$ cat src/rtl/adc_trig_sel.sv
module adc_trig_sel #(
  parameter int FC_PAIRS = 3,
  parameter int SEL_W    = 4
) (
  input  logic                clk,
  input  logic                rst_n,
  input  logic                ev_zero,
  input  logic                ev_prd,
  input  logic                ev_cmpu,
  input  logic                ev_cmpd,
  input  logic                od_zero,
  input  logic                od_prd,
  input  logic                od_cmpu,
  input  logic                od_cmpd,
  input  logic [FC_PAIRS-1:0] fc_up,
  input  logic [FC_PAIRS-1:0] fc_dn,
  input  logic [SEL_W-1:0]    src_sel,
  input  logic                trig_en,
  input  logic                flag_clr,
  output logic                trig_pulse,
  output logic                trig_flag
);
  localparam int PER_CH = 5;
  localparam int NSRC   = 2 * PER_CH + 2 * FC_PAIRS;

  logic [PER_CH-1:0]     even_evt, odd_evt;
  logic [2*FC_PAIRS-1:0] free_evt;
  logic [NSRC-1:0]       src_vec;
  logic                  hit, fire;

  assign even_evt = {ev_cmpd, ev_cmpu, ev_zero | ev_prd, ev_prd, ev_zero};
  assign odd_evt  = {od_cmpd, od_cmpu, od_zero | od_prd, od_prd, od_zero};

  for (genvar k = 0; k < FC_PAIRS; k++) begin : g_free
    assign free_evt[2*k]   = fc_up[k];
    assign free_evt[2*k+1] = fc_dn[k];
  end

  assign src_vec = {free_evt, odd_evt, even_evt};

  always_comb begin
    hit = 1'b0;
    for (int i = 0; i < NSRC; i++)
      if (int'(src_sel) == i) hit = src_vec[i];
  end

  assign fire = trig_en & hit;

  always_ff @(posedge clk or negedge rst_n) begin
    if (!rst_n) begin
      trig_pulse <= 1'b0;
      trig_flag  <= 1'b0;
    end else begin
      trig_pulse <= fire;
      trig_flag  <= fire | (trig_flag & ~flag_clr);
    end
  end
endmodule


$ cat config.mk
export PLATFORM = sky130hd
export DESIGN_NAME = adc_trig_sel
export DESIGN_NICKNAME = d
export VERILOG_FILES = /design/src/rtl/adc_trig_sel.sv
export SDC_FILE = /design/constraint.sdc
export NUM_CORES = 1
export LEC_CHECK = 0
export BUFFER_PORTS_ARGS = -buffer_cell sky130_fd_sc_hd__buf_2
export CAP_MARGIN = 10
export CORE_AREA = 3 3 40 42
export DETAILED_ROUTE_END_ITERATION = 8
export DIE_AREA = 0 0 43 45
export GPL_ROUTABILITY_DRIVEN = 0
export MAX_ROUTING_LAYER = met4
export SYNTH_ARGS = -nofsm -noshare
export SYNTH_HDL_FRONTEND = slang
export SYNTH_SLANG_ARGS = --single-unit
$ cat constraint.sdc
create_clock -name clk -period 0.8 [get_ports clk]
set_input_delay 0.16 -clock clk [delete_from_list [all_inputs] [get_ports clk]]
set_output_delay 0.16 -clock clk [all_outputs]
set_load 0.005 [all_outputs]
==> flow_summary.ini <==
[yosys]
synth_async_sr_flop_share_pct = 100
number_of_flops_mapped_to_enable_cells_by_yosys = 0
netlist.area_leader.share_pct = 15.1
ys.flop_type = dfrtp_1
synth_area_leaders = dfrtp_1 15%, a2111oi_4 8.3%, a21oi_1 6.0%
yosysMostFrequentCell = a21oi_1
ys_seq_elements = 2
netlist-cell-type-count = 27
post_synth.cell_area_avg_sq_um = 8.50
post_synth_instance_area_sq_um = 332
mappedNetlistNets = 61
ys_top_cells_by_count = 4 x a21oi_1, 3 x buf_2, 3 x nand2b_1, 3 x nor2_1
synth_warnings = 0
syn-instance-count = 39
synth_top_cell_by_area = dfrtp_1
yosysSeqAreaShare_pct = 15.1

[pwr]
design_power_total_uw = 620
max-vdd-ir-drop_v = 0.000705
intPower_uw = 438
p_sw_uw = 182
switching_share_pct = 29.3
share_clk_of_total_power_pct = 37.7
p_per_cell_area_nw_per_um2 = 1050
p_leak_nw = 0.289
share_comb_of_total_power_pct = 42.8
share_seq_of_total_power_pct = 19.4

[drt]
drc = 0
route.antenna.remaining_nets = 0
routed_wirelength_um = 964
viasPerCell = 4.69
first_iter_violations = 3
dr_total_vias = 413
detailedRoute.firstPassIterationCount = 2
detail_route.wl_per_cell_um = 11.0

[sta]
finClkSkew_ns = 0
timing.final.crit_share_pct = 147
relative_slew_slack_pct = 81.4
timing.final.crit_period_ns = 1.18
fin_ws_ns = -0.379
timing.setup.tns_ns = -0.759
final-setup-viol-count = 4
final_max_slew_violation_count = 0
max_slew.worst_pin.slew_ns = 0.279
achievable-frequency_mhz = 848
grt_setup_unrepaired = true
final-hold-violation-count = 0
timing.hold.ws_ns = 0.193

[status]
run_status = finished with violations
violations = setup timing

[clock_tree]
cts_num_sinks = 2
cts_htree_levels = 1
tritoncts = yes
clk_pin_slew_worst_paths_ns = 0.03
clockRootBuffer = clkbuf_4
cts_max_path_buffers = 2
cts_made_buffers = 3
clk_latency_ns = 0.23

[placed_design]
place_hpwl_um = 748
postPlaceCellArea_sq_um = 531
place_inst = 83
place_worst_setup_slack_ns = -0.697
buffers_added_on_ports = 23

[hold_path]
hold_path_depth = 3
min-delay-start = flag_clr
min_delay_worst_endpoint = trig_flag
timing.hold.worst.class = in2reg

[cells_and_area]
finish.cell_count_without_fillers = 88
ant_diodes = 0
post_layout_utilization_of_the_core_pct = 45.8
final_nets = 97
layout.filler_cells = 136
drive_above_1_share_pct = 60.3
syn2layout_area_growth_pct = 77.4
final_std_cell_area_no_fill_sq_um = 588

[floorplanning]
chipWidth_um = 43
die-height_um = 45
floorplan.initialDensity_pct = 25.8
fp.coreArea_sq_um = 1280
io_pins = 24
die_area_sq_um = 1940
num_rows = 13

[setup_path]
setup.reg_to_reg.worst_slack_ns = 0.18
endpoint_kind = register
r2r_start = trig_flag
setup.worst_path.start_class = primary input
r2r_endpoint = trig_flag
critical_path.max_fanout = 5
timing_worst_setup_path_type = in2reg
r2r_cells = 1
timing.critical_path.arrival_ns = 1.30
required_ns = 0.92

[grt]
first_global_vias = 391
grt_pass1_wl_um = 1590
grt.overflow.total = 0
total_global_routing_track_utilization_pct = 11.0
grt_start_max_net_pins = 11
number_of_antenna_violations_at_the_first_check_in_global_routing = 0

[job]
max_cap_viol_count = 0
## power groups by stage
stage	registers [mW]	logic [mW]	clock network, mW
5_1_grt	0.122	0.297	0.246
6_report	0.120	0.266	0.234
4_1_cts	0.121	0.261	0.247
2_1_floorplan	0.124	0.133	0
3_3_place_gp	0.122	0.244	0
3_5_place_dp	0.122	0.248	0
## cells in the final DEF (no fill, tap or decap), types with 2 or more instances in the layout
master / count
dfrtp_1: 2
nand2b_1: 3
buf_4: 10
clkbuf_4: 3
a21oi_1: 4
o32ai_2: 2
inv_1: 2
buf_2: 22
nor2_1: 3
o21ai_0: 2
## worst max-delay path, cell delays in order
cell	delay, ns
buf_8	0.10
mux2_4	0.30
a2111oi_4	0.30
a2bb2oi_2	0.17
o32ai_2	0.11
a21o_1	0.16
## cell type report
class | count | area (sq um) | area share [%]
tap | 15 | 18.8 | 3.19
timing repair buffer | 34 | 210 | 35.7
multi-input combinational | 32 | 279 | 47.4
sequential | 2 | 50.0 | 8.51
clock buffer | 3 | 22.5 | 3.83
inverter | 2 | 7.51 | 1.28
## kinds of logic (layout without fill, tap and decap cells)
group	Yosys count	in the layout	share of synthesized area (%)
DFF	2	2	15.1
buffers and inverters	5	39	6.79
muxes	3	3	10.9
AOI/OAI and AO/OA	16	16	43.0
and+or+nand+nor	13	13	24.2
## registers in the layout (all words and copies together) (netlist names)
name	cells
trig_flag	1
trig_pulse	1
## what timing repair did
item | 4_1_cts | 5_1_grt
setup endpoints to repair | 4 | 4
hold buffers | 1 | 0
pin swaps | 1 | 1
resized for setup | 3 | 1
endpoints found under the hold margin | 2 | 0
buffers inserted | 1 | 0
## worst max path at each step
stage	startpoint	to	slack (ns)	cells past startpoint
after global routing	src_sel[0]	trig_flag	-0.44	6
after floorplan	src_sel[0]	trig_flag	-0.47	5
after detailed placement	src_sel[0]	trig_flag	-0.70	6
after global placement	src_sel[0]	trig_flag	-0.67	6
final	src_sel[0]	trig_flag	-0.38	6
after CTS	src_sel[0]	trig_flag	-0.39	6
## per-layer routing
metal	wire, um	track usage (%)	vias up
met2	444	17.4	17
met1	400	12.9	175
li1	-	-	219
met5	0	-	-
met4	24	5.42	0
met3	95	3.19	2
No activity file was read; power rests on OpenSTA's default activity.
